`config.mk`:
```
export PLATFORM = sky130hd
export DESIGN_NAME = uart_regif
export DESIGN_NICKNAME = d
export VERILOG_FILES = /design/src/rtl/uart_regif_pkg.sv /design/src/rtl/uart_regif_fifo.sv /design/src/rtl/uart_regif_irq.sv /design/src/rtl/uart_regif.sv
export SDC_FILE = /design/constraint.sdc
export NUM_CORES = 1
export LEC_CHECK = 0
export BUFFER_PORTS_ARGS = -buffer_cell sky130_fd_sc_hd__clkbuf_2
export CORE_ASPECT_RATIO = 1.25
export CORE_MARGIN = 4
export CORE_UTILIZATION = 60
export CTS_BUF_LIST = sky130_fd_sc_hd__clkbuf_8
export DETAILED_ROUTE_END_ITERATION = 7
export PLACE_DENSITY = 0.9
export SLEW_MARGIN = 20
export SYNTH_ARGS = -nofsm -noshare
export SYNTH_HDL_FRONTEND = slang
export SYNTH_HIERARCHICAL = 1
export SYNTH_SLANG_ARGS = --single-unit
export TNS_END_PERCENT = 50
```
`constraint.sdc`:
```
create_clock -name clk_i -period 6.4 [get_ports clk_i]
set_input_delay 0.64 -clock clk_i [delete_from_list [all_inputs] [get_ports clk_i]]
set_output_delay 0.64 -clock clk_i [all_outputs]
set_load 0.05 [all_outputs]
```
`src/rtl/uart_regif_pkg.sv`:
```
package uart_regif_pkg;
  localparam int BYTE_W = 8;
  localparam int ADDR_W = 5;

  localparam logic [ADDR_W-1:0] A_ENABLE   = 5'h00;
  localparam logic [ADDR_W-1:0] A_CTRL     = 5'h01;
  localparam logic [ADDR_W-1:0] A_STAT     = 5'h02;
  localparam logic [ADDR_W-1:0] A_CFG      = 5'h03;
  localparam logic [ADDR_W-1:0] A_DATA     = 5'h04;
  localparam logic [ADDR_W-1:0] A_DIV_LO   = 5'h08;
  localparam logic [ADDR_W-1:0] A_DIV_HI   = 5'h09;
  localparam logic [ADDR_W-1:0] A_FSTAT    = 5'h0A;
  localparam logic [ADDR_W-1:0] A_FCFG     = 5'h0B;
  localparam logic [ADDR_W-1:0] A_IRQ_CLR  = 5'h1C;
  localparam logic [ADDR_W-1:0] A_IRQ_SET  = 5'h1D;
  localparam logic [ADDR_W-1:0] A_IRQ_EN   = 5'h1E;
  localparam logic [ADDR_W-1:0] A_IRQ_STAT = 5'h1F;

  localparam int IRQ_N  = 2;
  localparam int IRQ_TX = 0;
  localparam int IRQ_RX = 1;

  typedef struct packed {
    logic       tx_mode;
    logic       rx_mode;
    logic [2:0] thr;
  } fcfg_t;
endpackage

```
`src/rtl/uart_regif_fifo.sv`:
```
// Circular buffer; DEPTH must be a power of two.
module uart_regif_fifo #(
  parameter int DEPTH = 16,
  parameter int WIDTH = 11
) (
  input  logic                     clk_i,
  input  logic                     rst_ni,
  input  logic                     flush_i,
  input  logic                     single_i,
  input  logic                     push_i,
  input  logic [WIDTH-1:0]         push_data_i,
  input  logic                     pop_i,
  output logic [WIDTH-1:0]         head_o,
  output logic [$clog2(DEPTH):0]   level_o,
  output logic                     empty_o,
  output logic                     full_o
);
  localparam int AW = $clog2(DEPTH);
  localparam int LW = AW + 1;

  logic [WIDTH-1:0] mem_q [DEPTH];
  logic [AW-1:0]    rd_ptr_q, wr_ptr_q;
  logic [LW-1:0]    cnt_q;
  logic             do_push, do_pop;

  assign empty_o = (cnt_q == '0);
  assign full_o  = single_i ? (cnt_q != '0) : (cnt_q == LW'(DEPTH));
  assign do_push = push_i && !full_o;
  assign do_pop  = pop_i && !empty_o;
  assign head_o  = mem_q[rd_ptr_q];
  assign level_o = cnt_q;

  always_ff @(posedge clk_i or negedge rst_ni) begin
    if (!rst_ni) begin
      rd_ptr_q <= '0;
      wr_ptr_q <= '0;
      cnt_q    <= '0;
    end else if (flush_i) begin
      rd_ptr_q <= '0;
      wr_ptr_q <= '0;
      cnt_q    <= '0;
    end else begin
      if (do_push) wr_ptr_q <= wr_ptr_q + 1'b1;
      if (do_pop)  rd_ptr_q <= rd_ptr_q + 1'b1;
      cnt_q <= cnt_q + LW'(do_push) - LW'(do_pop);
    end
  end

  always_ff @(posedge clk_i) begin
    if (do_push && !flush_i) mem_q[wr_ptr_q] <= push_data_i;
  end
endmodule

```
`src/rtl/uart_regif_irq.sv`:
```
// Flag bank: hardware and software sets dominate a software clear.
module uart_regif_irq #(
  parameter int N = 2
) (
  input  logic         clk_i,
  input  logic         rst_ni,
  input  logic         flush_i,
  input  logic         clr_i,
  input  logic         set_i,
  input  logic [N-1:0] wdata_i,
  input  logic [N-1:0] hw_set_i,
  output logic [N-1:0] flags_o
);
  logic [N-1:0] flags_q, clr_mask, set_mask;

  assign clr_mask = clr_i ? wdata_i : '0;
  assign set_mask = set_i ? wdata_i : '0;
  assign flags_o  = flags_q;

  always_ff @(posedge clk_i or negedge rst_ni) begin
    if (!rst_ni)      flags_q <= '0;
    else if (flush_i) flags_q <= '0;
    else              flags_q <= (flags_q & ~clr_mask) | set_mask | hw_set_i;
  end
endmodule

```
`src/rtl/uart_regif.sv`:
```
module uart_regif
  import uart_regif_pkg::*;
#(
  parameter int DEPTH    = 16,
  parameter int ERR_W    = 3,
  parameter int AE_LEVEL = 4,
  parameter int DIV_W    = 16
) (
  input  logic              clk_i,
  input  logic              rst_ni,
  input  logic              bus_wr_i,
  input  logic              bus_rd_i,
  input  logic [4:0]        bus_addr_i,
  input  logic [7:0]        bus_wdata_i,
  output logic [7:0]        bus_rdata_o,
  output logic [7:0]        tx_data_o,
  output logic              tx_valid_o,
  input  logic              tx_ready_i,
  input  logic [7:0]        rx_data_i,
  input  logic [ERR_W-1:0]  rx_err_i,
  input  logic              rx_valid_i,
  output logic              port_en_o,
  output logic              rx_en_o,
  output logic              tx_en_o,
  output logic [7:0]        frame_cfg_o,
  output logic [DIV_W-1:0]  divisor_o,
  output logic              irq_o
);
  localparam int LW   = $clog2(DEPTH) + 1;
  localparam int RX_W = BYTE_W + ERR_W;
  localparam int HALF = DEPTH / 2;

  logic              en_q, rx_en_q, tx_en_q, tx_ae_prev_q;
  logic [7:0]        cfg_q, last_q;
  logic [DIV_W-1:0]  div_q;
  fcfg_t             fcfg_q;
  logic [IRQ_N-1:0]  ien_q, irq_flags, hw_set;
  logic [ERR_W-1:0]  err_q;

  logic              wr_ctrl, soft_rst, wr_data, rd_data;
  logic [LW-1:0]     tx_level, rx_level;
  logic              tx_empty, tx_full, rx_empty, rx_full;
  logic              tx_ae, rx_above, rx_pop_ok;
  logic [RX_W-1:0]   rx_head;

  assign wr_ctrl  = bus_wr_i && (bus_addr_i == A_CTRL);
  assign soft_rst = wr_ctrl && bus_wdata_i[2];
  assign wr_data  = bus_wr_i && (bus_addr_i == A_DATA);
  assign rd_data  = bus_rd_i && (bus_addr_i == A_DATA);
  assign rx_pop_ok = rd_data && !rx_empty;

  // Transmit path
  uart_regif_fifo #(.DEPTH(DEPTH), .WIDTH(BYTE_W)) tx_fifo_i (
    .clk_i       (clk_i),
    .rst_ni      (rst_ni),
    .flush_i     (soft_rst),
    .single_i    (!fcfg_q.tx_mode),
    .push_i      (wr_data),
    .push_data_i (bus_wdata_i),
    .pop_i       (tx_valid_o && tx_ready_i),
    .head_o      (tx_data_o),
    .level_o     (tx_level),
    .empty_o     (tx_empty),
    .full_o      (tx_full)
  );

  assign tx_valid_o = en_q && tx_en_q && !tx_empty;

  // Receive path, error bits stored above the byte
  uart_regif_fifo #(.DEPTH(DEPTH), .WIDTH(RX_W)) rx_fifo_i (
    .clk_i       (clk_i),
    .rst_ni      (rst_ni),
    .flush_i     (soft_rst),
    .single_i    (!fcfg_q.rx_mode),
    .push_i      (en_q && rx_en_q && rx_valid_i),
    .push_data_i ({rx_err_i, rx_data_i}),
    .pop_i       (rd_data),
    .head_o      (rx_head),
    .level_o     (rx_level),
    .empty_o     (rx_empty),
    .full_o      (rx_full)
  );

  // Threshold is offset by half the depth so it never drops below half full
  assign rx_above = fcfg_q.rx_mode ? (rx_level > (LW'(HALF) + LW'(fcfg_q.thr))) : !rx_empty;
  assign tx_ae    = (tx_level <= LW'(AE_LEVEL));

  always_comb begin
    hw_set         = '0;
    hw_set[IRQ_TX] = tx_ae && !tx_ae_prev_q;
    hw_set[IRQ_RX] = rx_above;
  end

  uart_regif_irq #(.N(IRQ_N)) irq_i (
    .clk_i    (clk_i),
    .rst_ni   (rst_ni),
    .flush_i  (soft_rst),
    .clr_i    (bus_wr_i && (bus_addr_i == A_IRQ_CLR)),
    .set_i    (bus_wr_i && (bus_addr_i == A_IRQ_SET)),
    .wdata_i  (bus_wdata_i[IRQ_N-1:0]),
    .hw_set_i (hw_set),
    .flags_o  (irq_flags)
  );

  assign irq_o = en_q && |(irq_flags & ien_q);

  // Configuration registers
  always_ff @(posedge clk_i or negedge rst_ni) begin
    if (!rst_ni) begin
      en_q    <= 1'b0;
      rx_en_q <= 1'b0;
      tx_en_q <= 1'b0;
      cfg_q   <= '0;
      div_q   <= '0;
      fcfg_q  <= '0;
      ien_q   <= '0;
    end else if (bus_wr_i) begin
      unique case (bus_addr_i)
        A_ENABLE: en_q <= bus_wdata_i[0];
        A_CTRL: begin
          rx_en_q <= bus_wdata_i[0];
          tx_en_q <= bus_wdata_i[1];
        end
        A_CFG:    cfg_q <= bus_wdata_i;
        A_DIV_LO: div_q[7:0] <= bus_wdata_i;
        A_DIV_HI: div_q[DIV_W-1:8] <= bus_wdata_i[DIV_W-9:0];
        A_FCFG: begin
          fcfg_q.tx_mode <= bus_wdata_i[7];
          fcfg_q.rx_mode <= bus_wdata_i[3];
          fcfg_q.thr     <= bus_wdata_i[2:0];
        end
        A_IRQ_EN: ien_q <= bus_wdata_i[IRQ_N-1:0];
        default: ;
      endcase
    end
  end

  // Popped-byte state and edge detector for the TX source
  always_ff @(posedge clk_i or negedge rst_ni) begin
    if (!rst_ni) begin
      err_q        <= '0;
      last_q       <= '0;
      tx_ae_prev_q <= 1'b1;
    end else if (soft_rst) begin
      err_q        <= '0;
      last_q       <= '0;
      tx_ae_prev_q <= 1'b1;
    end else begin
      tx_ae_prev_q <= tx_ae;
      if (rx_pop_ok) begin
        last_q <= rx_head[BYTE_W-1:0];
        err_q  <= rx_head[RX_W-1:BYTE_W];
      end
    end
  end

  always_comb begin
    bus_rdata_o = '0;
    unique case (bus_addr_i)
      A_ENABLE:   bus_rdata_o = {7'b0, en_q};
      A_CTRL:     bus_rdata_o = {6'b0, tx_en_q, rx_en_q};
      A_STAT:     bus_rdata_o = {{(BYTE_W-ERR_W){1'b0}}, err_q};
      A_CFG:      bus_rdata_o = cfg_q;
      A_DATA:     bus_rdata_o = rx_empty ? last_q : rx_head[BYTE_W-1:0];
      A_DIV_LO:   bus_rdata_o = div_q[7:0];
      A_DIV_HI:   bus_rdata_o = div_q[DIV_W-1:8];
      A_FSTAT:    bus_rdata_o = {tx_ae, 2'b0, tx_full, rx_above, rx_empty, 2'b0};
      A_FCFG:     bus_rdata_o = {fcfg_q.tx_mode, 3'b0, fcfg_q.rx_mode, fcfg_q.thr};
      A_IRQ_EN:   bus_rdata_o = {6'b0, ien_q};
      A_IRQ_STAT: bus_rdata_o = {6'b0, irq_flags};
      default:    bus_rdata_o = '0;
    endcase
  end

  assign port_en_o   = en_q;
  assign rx_en_o     = rx_en_q;
  assign tx_en_o     = tx_en_q;
  assign frame_cfg_o = cfg_q;
  assign divisor_o   = div_q;
endmodule

```
==> results of run 1 <==
[where the power goes]
group / leakage, nW / internal (mW) / switching, mW
combinational: 2.22 / 0.662 / 0.928
sequential: 3.66 / 2.80 / 0.222
clock: 0.584 / 0.888 / 0.923
[worst max path at each step]
stage | startpoint | to | slack [ps] | depth (start not counted)
2_1_floorplan | tx_fifo_i/level_o[3]$_DFF_PN0_ | tx_fifo_i/level_o[4]$_DFF_PN0_ | 2890 | 18
3_3_place_gp | bus_addr_i[3] | tx_fifo_i/level_o[4]$_DFF_PN0_ | 2660 | 15
3_5_place_dp | bus_addr_i[3] | tx_fifo_i/level_o[4]$_DFF_PN0_ | 2450 | 15
4_1_cts | rx_fifo_i/rd_ptr_q[0]$_DFFE_PN0P_ | bus_rdata_o[7] | 1820 | 9
5_1_grt | rx_fifo_i/rd_ptr_q[0]$_DFFE_PN0P_ | bus_rdata_o[7] | 1630 | 9
6_report | rx_fifo_i/rd_ptr_q[0]$_DFFE_PN0P_ | bus_rdata_o[7] | 1860 | 9
[registers in the layout (all words and copies together), names as in the netlist]
name                cells
irq_i/flags_o           2
err_q                   3
tx_fifo_i/wr_ptr_q      4
ien_q                   2
fcfg_q                  5
tx_fifo_i/level_o       5
rx_en_o                 1
last_q                  8
frame_cfg_o             8
rx_fifo_i/mem_q       176
port_en_o               1
rx_fifo_i/wr_ptr_q      4
rx_fifo_i/level_o       5
tx_ae_prev_q            1
rx_fifo_i/rd_ptr_q      4
tx_en_o                 1
tx_fifo_i/mem_q       128
tx_fifo_i/rd_ptr_q      4
divisor_o              16
[per-layer routing]
layer	share of wire [%]	routed length, microns	up-vias
met4	4.2	1570	0
met3	8.7	3220	115
li1	-	-	3992
met1	35	13000	4792
met2	52	19000	608
met5	0	0	-
[critical path: cells and delay by family (launching register included)]
family | cells | cell delay (ps)
flops | 1 | 980
buf+inv | 2 | 770
compound gates | 3 | 680
mux | 2 | 590
simple gates | 2 | 260
[area by class of cell]
cell class / count / share of cell area, %
well taps: 340 / 2.39
inverters: 35 / 0.738
multi-input cells: 499 / 26.3
clock buffers: 61 / 4.71
flip-flops and latches: 378 / 61.7
repair buffers: 94 / 2.94
clock inverters: 44 / 1.19
==> results.txt, run 1 <==
----------------------------------------------------
[Outcome]
  Run status ... finished, final reports clean

[Routing]
  Final routed wire length divided by cell count ... 25.4 microns
  Initial DRC Count ... 1114
  Detailed-route via count ... 9507
  Total wirelength of the detailed-routed design ... 36.8 mm
  Antenna-violating nets left ... 0
  Residual DRC count ... 0
  First-pass DRT Iterations ... 7
  Per-cell via count in the routed design ... 6.55

[Final layout]
  Final core occ ... 68.0%
  Top library cells by usage in the layout, fill and taps aside ... 304 x edfxtp_1, 73 x clkbuf_2, 71 x dfrtp_1, 61 x mux2i_1, 61 x clkbuf_8
  Area taken by flip-flops and latches ... 0.0110 sq mm
  Proportion of layout cells with a drive suffix above 1 ... 26.2%
  Final design area excluding fillers ... 0.0178 sq mm
  Count of filler cells inserted in the layout ... 1600
  Net count, final ... 1121
  Most common cell after layout, fill and taps aside ... edfxtp_1
  Post-layout instance count excluding filler cells ... 1451
  ANT cells ... 0
  Area added between synthesis and finish ... 11.4%
  Multi-input gate area ... 0.00469 sq mm

[Floorplan]
  Horiz. Die Dim ... 154 microns
  DIE HEIGHT ... 191 microns
  Number of placed I/O pins ... 75
  Site Rows ... 66
  Core footprint ... 0.0262 sq mm
  Die ar. ... 0.0293 sq mm
  Initial Utilization ... 61.1%

[Critical path]
  Critical path type ... flop to primary output
  Worst-path fanout max ... 45
  Peak per-stage delay on the critical path ... 980 ps
  Worst-case register-to-register setup slack ... 2780 ps
  Launch point of the worst reg-to-reg path ... tx_fifo_i/level_o[2]$_DFF_PN0_
  Startpoint types ... flop
  Critical Path, Cell by Cell ... buf_4 -> mux2i_1 -> a221oi_1 -> o21ai_0 -> nand2_1 -> mux2_2 -> a222oi_1 -> nand2_1 -> clkbuf_2
  Cell type with the highest occurrence count on the critical path ... nand2_1
  Slowest cell on crit path ... dfrtp_4
  Worst Reg-to-Reg Cells ... 13
  Endpoint arrival time on the critical path ... 3900 ps
  Critical path data required time ... 5760 ps
  Sort of element at the end of the critical path ... primary output
  Capturing point of the worst reg2reg path ... tx_fifo_i/level_o[4]$_DFF_PN0_

[Pwr]
  Total power density per cell area ... 361 mW/mm^2
  Total power draw ... 6.42 mW
  Leakage power ... 6.47 nW
  Worst-case vdd ir drop ... 263 uV

[Global routing]
  First-pass GRT wire length ... 57.3 mm
  Most Used Layer, Global Route ... met2
  Met3 demand-to-capacity share in global routing ... 4.47%
  Number of antenna violations at the first check in global routing ... 0
  Global routing met2 resource utilization ... 43.3%
  Met1 track utilization from global routing ... 32.5%
  Gr usage total ... 25.3%
  Remaining global-route overflow ... 0
  Number of global-route vias before repair ... 9851
  Largest net degree at the start of global routing ... 75

[Timing]
  Relative max-transition margin ... 29.4%
  Worst clock skew on the final layout ... 46.7 ps
  Achievable Freq ... 0.220 GHz
  Smallest setup slack after layout ... 1860 ps
  Final Cycle Share ... 71.0%
  Pins Over Slew Limit ... 0
  Final-layout worst hold slack ... 178 ps
  Worst Tran Pin Value ... 1060 ps
  Number of hold violations in the final report ... 0
  Setup TNS ... 0 ps
  Setup repair after global routing missed its margin ... false
  Finish-stage setup viols ... 0
  Final critical path time including I/O delays and setup ... 4540 ps

[Place]
  GPL Wtd Cong ... 0.863
  Total half-perimeter wirelength after legalization and detailed placement ... 23.6 mm
  Number of input and output port buffers inserted ... 74
  Placed Instances ... 1346
  Worst setup timing slack at the placement stage ... 2450 ps
  Area after DPL ... 0.0167 sq mm

[Flow run]
  Max-cap violations ... 0

[Clock tree]
  Clock Sinks ... 378
  Number of buffers added by the clock tree synthesis step ... 56
  Post-CTS Resized ... 0
  Total number of H-tree levels ... 2
  Maximum root-to-sink buffer count ... 3
  Clock-pin slew on the worst setup and hold paths ... 70 ps
  Post-cts hold buffer count ... 0
  Post-CTS Setup Bufs ... 0
  Worst skew pair latency ... 610 ps
  Root Buffer Master ... clkbuf_8
  Clock tree from TritonCTS ... done

[Hold path]
  Path type of the worst min-delay path ... input port to asynchronous set/reset pin

[Logic synthesis]
  Avg Synthesized Cell Area ... 16.7 sq um
  Post-synthesis cell area ... 0.0160 sq mm
  Post-Syn Instances ... 959
  Warnings, synthesis ... 6
  Synthesized net count ... 1016

----------------------------------------------------
Power figures use the tool's default switching activity.
==> inputs of run 2 (changes only) <==
CORE_UTILIZATION = 57   (was 60)
clock period = 4.15 ns   (was 6.4 ns; I/O delays follow)
==> results.txt, run 2 (synthesis results as in run 1) <==
----------------------------------------------------
[Critical path]
  Startpoint types ... flop
  Launch point of the worst reg-to-reg path ... rx_fifo_i/level_o[3]$_DFF_PN0_
  Cell type with the highest occurrence count on the critical path ... nand2_1
  Endpoint arrival time on the critical path ... 3510 ps (-390 ps)
  Worst-case register-to-register setup slack ... 850 ps (-1930 ps)
  Critical path type ... flop to primary output
  Peak per-stage delay on the critical path ... 730 ps (-250 ps)
  Sort of element at the end of the critical path ... primary output
  Worst path bufs/invs ... 2 (unchanged)
  Critical path data required time ... 3730 ps (-2030 ps)
  Critical Path, Cell by Cell ... buf_12 -> mux2i_1 -> a221oi_1 -> a22oi_1 -> nand2_1 -> mux2_2 -> a222oi_1 -> nand2_1 -> clkbuf_2
  Cell class contributing the biggest share of worst-path delay ... compound AO/OA/AOI/OAI gates
  Worst-path fanout max ... 24 (-47%)
  Worst Reg-to-Reg Cells ... 14 (+1)
  Slowest cell on crit path ... dfrtp_4
  Capturing point of the worst reg2reg path ... rx_fifo_i/level_o[4]$_DFF_PN0_

[Hold path]
  Min-Delay Startpoint ... rx_data_i[3]
  Worst Hold Endpoint ... rx_fifo_i/mem_q[4][3]$_DFFE_PP_
  Number of stages on the worst hold path ... 1
  Path type of the worst min-delay path ... input port to flop

[Pwr]
  Internal power component ... 7.07 mW (+63%)
  Share of total power in the clock network ... 30.6% (+2.4 points)
  Leakage power ... 6.66 nW (+3.0%)
  Switching part of the total power ... 31.0% (-1.3 points)
  Total power density per cell area ... 566 mW/mm^2 (+57%)
  Switching power ... 3.17 mW (+53%)
  Combinational group share of total power ... 23.9% (-0.9 points)
  Total power draw ... 10.2 mW (+60%)
  Reg power frac ... 45.5% (-1.5 points)
  Worst-case vdd ir drop ... 381 uV (+45%)

[Clock tree]
  Maximum root-to-sink buffer count ... 3 (unchanged)
  Post-CTS Setup Bufs ... 0 (unchanged)
  Clock tree from TritonCTS ... done
  Total number of H-tree levels ... 2 (unchanged)
  Clock Sinks ... 378 (unchanged)
  Number of buffers added by the clock tree synthesis step ... 55 (-1.8%)
  Clock-pin slew on the worst setup and hold paths ... 70 ps (about the same)
  Worst skew pair latency ... 600 ps (about the same)
  Root Buffer Master ... clkbuf_8

[Timing]
  Worst clock skew on the final layout ... 12.3 ps (-34.5 ps)
  Relative max-transition margin ... 38.9% (+9.5 points)
  Setup TNS ... 0 ps (unchanged)
  Setup repair after global routing missed its margin ... false
  Final Cycle Share ... 94.7%
  Final critical path time including I/O delays and setup ... 3930 ps
  Worst Tran Pin Value ... 917 ps (-138 ps)
  Finish-stage setup viols ... 0 (unchanged)
  Pins Over Slew Limit ... 0 (unchanged)
  Achievable Freq ... 0.255 GHz
  Number of hold violations in the final report ... 0 (unchanged)

[Floorplan]
  Initial Utilization ... 57.8% (-3.3 points)
  Number of placed I/O pins ... 75 (unchanged)
  DIE HEIGHT ... 195 microns (+2.5%)
  Die ar. ... 0.0308 sq mm (+5.0%)
  Core footprint ... 0.0277 sq mm (+5.6%)
  Horiz. Die Dim ... 158 microns (+2.5%)
  Site Rows ... 68 (+3.0%)

[Final layout]
  ANT cells ... 0 (unchanged)
  Max reg flops ... 176 (unchanged)
  Net count, final ... 1141 (+1.8%)
  Most common cell after layout, fill and taps aside ... edfxtp_1
  Proportion of layout cells with a drive suffix above 1 ... 27.3% (+1.1 points)
  Top library cells by usage in the layout, fill and taps aside ... 304 x edfxtp_1, 73 x clkbuf_2, 70 x dfrtp_1, 67 x clkbuf_8, 61 x mux2i_1
  Area added between synthesis and finish ... 13.2%
  Largest register by flop count ... rx_fifo_i/mem_q

[Place]
  Total half-perimeter wirelength after legalization and detailed placement ... 24.1 mm (+2.3%)
  GPL Wtd Cong ... 0.956 (+11%)
  Number of input and output port buffers inserted ... 74 (unchanged)

[Global routing]
  First-pass GRT wire length ... 55.5 mm (-3.1%)
  Number of global-route vias before repair ... 9603 (-2.5%)
  Remaining global-route overflow ... 0 (unchanged)
  Gr usage total ... 23.5% (-1.8 points)
  Number of antenna violations at the first check in global routing ... 0 (unchanged)
  Largest net degree at the start of global routing ... 75 (unchanged)

[Routing]
  Total wirelength of the detailed-routed design ... 36.1 mm (-2.0%)
  Residual DRC count ... 0 (unchanged)
  Detailed-route via count ... 9349 (-1.7%)
  Per-cell via count in the routed design ... 6.32 (-3.6%)
  Final routed wire length divided by cell count ... 24.4 microns (-3.9%)
  Initial DRC Count ... 1030 (-7.5%)
  First-pass DRT Iterations ... 6 (-1)
  Antenna-violating nets left ... 0 (unchanged)

[Flow run]
  Max-cap violations ... 0 (unchanged)

[Outcome]
  Run status ... finished, final reports clean

----------------------------------------------------
==> run 2: changes by cell type in the layout (fill, tap and decap cells not counted), sizes merged <==
cell,previous run,this run
bufinv,0,4
clkinv,30,17
buf,21,41
dlygate4sd3,0,1
inv,47,50
clkinvlp,2,0
clkbuf,134,140
==> run 2: power by group through the flow <==
| stage | Sequential, mW | Combinational, mW | Clock, mW |
|---|---|---|---|
| 2_1_floorplan | 4.70 | 1.78 | 0 |
| 3_3_place_gp | 4.72 | 2.33 | 0 |
| 3_5_place_dp | 4.73 | 2.42 | 0 |
| 4_1_cts | 4.66 | 2.45 | 3.16 |
| 5_1_grt | 4.69 | 2.64 | 3.36 |
| 6_report | 4.66 | 2.45 | 3.13 |
==> run 2: how the worst max path moves through the flow <==
| stage | startpoint | to | slack [ps] | cells past startpoint |
|---|---|---|---|---|
| CTS | rx_fifo_i/rd_ptr_q[0]$_DFFE_PN0P_ | bus_rdata_o[7] | 270 | 9 |
| finish | rx_fifo_i/rd_ptr_q[0]$_DFFE_PN0P_ | bus_rdata_o[7] | 220 | 9 |
| detailed placement | bus_addr_i[3] | tx_fifo_i/mem_q[13][0]$_DFFE_PP_ | 760 | 8 |
| global placement | bus_addr_i[3] | tx_fifo_i/level_o[4]$_DFF_PN0_ | 920 | 15 |
| global route | rx_fifo_i/rd_ptr_q[0]$_DFFE_PN0P_ | bus_rdata_o[1] | 40 | 8 |
| floorplan | tx_fifo_i/level_o[3]$_DFF_PN0_ | tx_fifo_i/level_o[4]$_DFF_PN0_ | 640 | 18 |
==> run 2: worst reg2reg max path: cells and delay by family (launching register included) <==
kind                     cells  cell delay (ps)
AO/OA/AOI/OAI                2              530
adder cells (fa/ha/maj)      4             1000
AND/OR/NAND/NOR              4              970
buffers and inverters        4              300
flip-flops                   1              410
==> run 2: what timing repair did <==
action,CTS,global route
resized for setup,0,0
endpoints found under the hold margin,73,0
hold buffers,1,0
==> run 2: stage by stage <==
stage / area, sq um / hold slack [ps] / instances / setup slack [ps] / util (%)
after floorplan: 16000 / 119 / 959 / 638 / -
after global placement: 16900 / 477 / 1376 / 922 / 61.1
after detailed placement: 16900 / 484 / 1376 / 764 / 61.1
after CTS: 18100 / 220 / 1480 / 273 / 65.4
after global routing: 18100 / 251 / 1480 / 40.0 / 65.5
final: 18100 / 236 / 1480 / 221 / 65.5
==> run 2: metal layers <==
metal	global-route usage [%]	up-vias	share of wire, %
met4	8.32	0	3.7
met2	40.7	484	53
met1	30.2	4749	37
met5	0	-	0
met3	3.84	99	6.6
li1	-	4017	-
==> run 2: final cells by class <==
class                   count  area, sq um
inverters                  35          131
fillers                  1734         9540
well taps                 350          438
repair buffers            115          696
multi-input cells         499         4670
clock buffers              67          922
clock inverters            36          259
flip-flops and latches    378        11000
==> inputs of run 3 (changes only) <==
CORE_UTILIZATION = 55   (was 57)
CTS_BUF_LIST = sky130_fd_sc_hd__clkbuf_16   (was sky130_fd_sc_hd__clkbuf_8)
PLACE_DENSITY = 0.87   (was 0.9)
==> results.txt, run 3 (synthesis results as in run 1) <==
----------------------------------------------------
[Hold path]
  Path type of the worst min-delay path ... input port to asynchronous set/reset pin

[Critical path]
  Critical path type ... flop to primary output
  Worst path bufs/invs ... 1 (-1)
  Endpoint arrival time on the critical path ... 3500 ps (about the same)
  Sort of element at the end of the critical path ... primary output
  Cell type with the highest occurrence count on the critical path ... nand2_1
  Critical path data required time ... 3730 ps (about the same)
  Slowest cell on crit path ... and2_1
  Peak per-stage delay on the critical path ... 730 ps (about the same)
  Critical Path, Cell by Cell ... and2_1 -> a221oi_1 -> a22oi_1 -> nand2_1 -> mux2_2 -> a222oi_1 -> nand2_1 -> clkbuf_2
  Startpoint types ... flop
  Worst-path fanout max ... 18 (-25%)
  Cell class contributing the biggest share of worst-path delay ... simple AND/OR/NAND/NOR gates

[Timing]
  Number of hold violations in the final report ... 0 (unchanged)
  Worst Tran Pin Value ... 1070 ps (+149 ps)
  Finish-stage setup viols ... 0 (unchanged)
  Setup TNS ... 0 ps (unchanged)
  Worst clock skew on the final layout ... 21.2 ps (+8.95 ps)
  Final critical path time including I/O delays and setup ... 3910 ps (-15.4 ps)
  Setup repair after global routing missed its margin ... false
  Relative max-transition margin ... 28.6% (-10 points)
  Pins Over Slew Limit ... 0 (unchanged)
  Final Cycle Share ... 94.3% (-0.37 points)
  Achievable Freq ... 0.256 GHz (+0.39%)

[Place]
  GPL Wtd Cong ... 0.874 (-8.5%)
  Total half-perimeter wirelength after legalization and detailed placement ... 24.1 mm (-0.28%)
  Area after DPL ... 0.0169 sq mm (+0.26%)
  Number of input and output port buffers inserted ... 74 (unchanged)

[Outcome]
  Run status ... finished, final reports clean

[Global routing]
  Met3 demand-to-capacity share in global routing ... 4.04% (+0.21 points)
  Largest net degree at the start of global routing ... 75 (unchanged)
  Number of antenna violations at the first check in global routing ... 0 (unchanged)
  Gr usage total ... 22.6% (-0.92 points)
  First-pass GRT wire length ... 55.8 mm (+0.51%)
  Global routing met2 resource utilization ... 39.8% (-0.84 points)
  Remaining global-route overflow ... 0 (unchanged)
  Most Used Layer, Global Route ... met2
  Met1 track utilization from global routing ... 28.8% (-1.3 points)
  Number of global-route vias before repair ... 9451 (-1.6%)

[Final layout]
  ANT cells ... 0 (unchanged)
  Max reg flops ... 176 (unchanged)
  Area added between synthesis and finish ... 12.8%
  Most common cell after layout, fill and taps aside ... edfxtp_1
  Top library cells by usage in the layout, fill and taps aside ... 304 x edfxtp_1, 73 x clkbuf_2, 71 x dfrtp_1, 61 x mux2i_1, 55 x mux4_2
  Proportion of layout cells with a drive suffix above 1 ... 25.0% (-2.3 points)
  Largest register by flop count ... rx_fifo_i/mem_q
  Net count, final ... 1122 (-1.7%)
  Final design area excluding fillers ... 0.0180 sq mm (-0.41%)

[Clock tree]
  Worst skew pair latency ... 540 ps (-60 ps)
  Root Buffer Master ... clkbuf_16
  Clock tree from TritonCTS ... done
  Post-cts hold buffer count ... 0 (-1)
  Number of buffers added by the clock tree synthesis step ... 36 (-35%)
  Clock-pin slew on the worst setup and hold paths ... 60 ps (about the same)
  Post-CTS Resized ... 0 (unchanged)
  Post-CTS Setup Bufs ... 0 (unchanged)
  Clock Sinks ... 378 (unchanged)
  Maximum root-to-sink buffer count ... 3 (unchanged)
  Total number of H-tree levels ... 2 (unchanged)

[Routing]
  Detailed-route via count ... 9258 (-0.97%)
  Per-cell via count in the routed design ... 6.26 (-0.91%)
  Total wirelength of the detailed-routed design ... 35.7 mm (-1.1%)
  Residual DRC count ... 0 (unchanged)
  Initial DRC Count ... 920 (-11%)
  Final routed wire length divided by cell count ... 24.1 microns (-1.0%)
  Antenna-violating nets left ... 0 (unchanged)
  First-pass DRT Iterations ... 6 (unchanged)

[Floorplan]
  Initial Utilization ... 56.0% (-1.9 points)
  Die ar. ... 0.0319 sq mm (+3.5%)
  Number of placed I/O pins ... 75 (unchanged)
  DIE HEIGHT ... 199 microns (+1.7%)
  Horiz. Die Dim ... 161 microns (+1.7%)
  Site Rows ... 69 (+1.5%)
  Core footprint ... 0.0286 sq mm (+3.3%)

[Pwr]
  Total power density per cell area ... 564 mW/mm^2 (-0.33%)
  Worst-case vdd ir drop ... 326 uV (-14%)
  Leakage power ... 6.57 nW (-1.5%)

[Flow run]
  Max-cap violations ... 0 (unchanged)

----------------------------------------------------
-- run 3: cell types whose count changed in the layout (fill, tap and decap cells not counted), moves of 3 or more --
cell	delta
bufinv_16	-3
clkbuf_16	+37
clkbuf_8	-67
clkinv_1	-3
clkinv_2	-5
inv_1	-6
nor3_1	+4
nor3_2	-4
-- run 3: final timing paths --
path                                                          end                               from  slack [ps]  cells after the start
worst max register to register     tx_fifo_i/level_o[4]$_DFF_PN0_     tx_fifo_i/level_o[2]$_DFF_PN0_         730                     17
worst min-delay path            rx_fifo_i/wr_ptr_q[1]$_DFFE_PN0P_                             rst_ni          30                      1
max in group asynchronous       rx_fifo_i/rd_ptr_q[0]$_DFFE_PN0P_                             rst_ni        3430                      1
worst max-delay path                               bus_rdata_o[7]  rx_fifo_i/rd_ptr_q[2]$_DFFE_PN0P_         240                      8
worst min register to register              last_q[1]$_DFFE_PN0P_              last_q[1]$_DFFE_PN0P_         500                      1
min in group clk_i               rx_fifo_i/mem_q[7][10]$_DFFE_PP_                        rx_err_i[2]         310                      1
-- run 3: metal layers --
layer / up-vias / share of wire [%]
met5: - / 0
met4: 0 / 3.3
met3: 89 / 7.2
met2: 483 / 52
met1: 4705 / 37
li1: 3981 / -
-- run 3: layout make-up --
class | count | area (sq um)
multi-input combinational | 499 | 4650
fill | 1892 | 10500
clock buffer | 37 | 926
sequential | 378 | 11000
inverter | 35 | 131
tap | 390 | 488
clock inverter | 25 | 168
timing repair buffer | 115 | 681
-- run 3: worst register-to-register path, stage by stage (launching register included) --
cell and delay, ps:
dfrtp_1 410, inv_1 90, ha_1 180, or3b_1 450, nor2_1 120, nor2_1 70, and2_1 170, o21ai_0 220
inv_1 90, ha_1 290, inv_1 60, ha_1 160, inv_1 60, fa_1 400, nor2b_1 170, o21bai_1 110
a21oi_1 170, nor3b_1 60
-- run 3: power breakdown --
group          switching (mW)  total (mW)  internal [mW]
registers               0.345        4.66           4.31
clock network            1.37        3.06           1.69
logic                    1.41        2.45           1.03
-- run 3: stage by stage --
step	util, %	hold WS, ps	std cells	setup WS (ps)	total power, mW
floorplan	-	119	959	638	6.48
global placement	59.3	478	1417	901	7.05
detailed placement	59.3	485	1417	774	7.15
CTS	63.1	44.9	1479	332	10.2
global route	63.1	93.5	1479	127	10.6
finish	63.1	29.2	1479	237	10.2
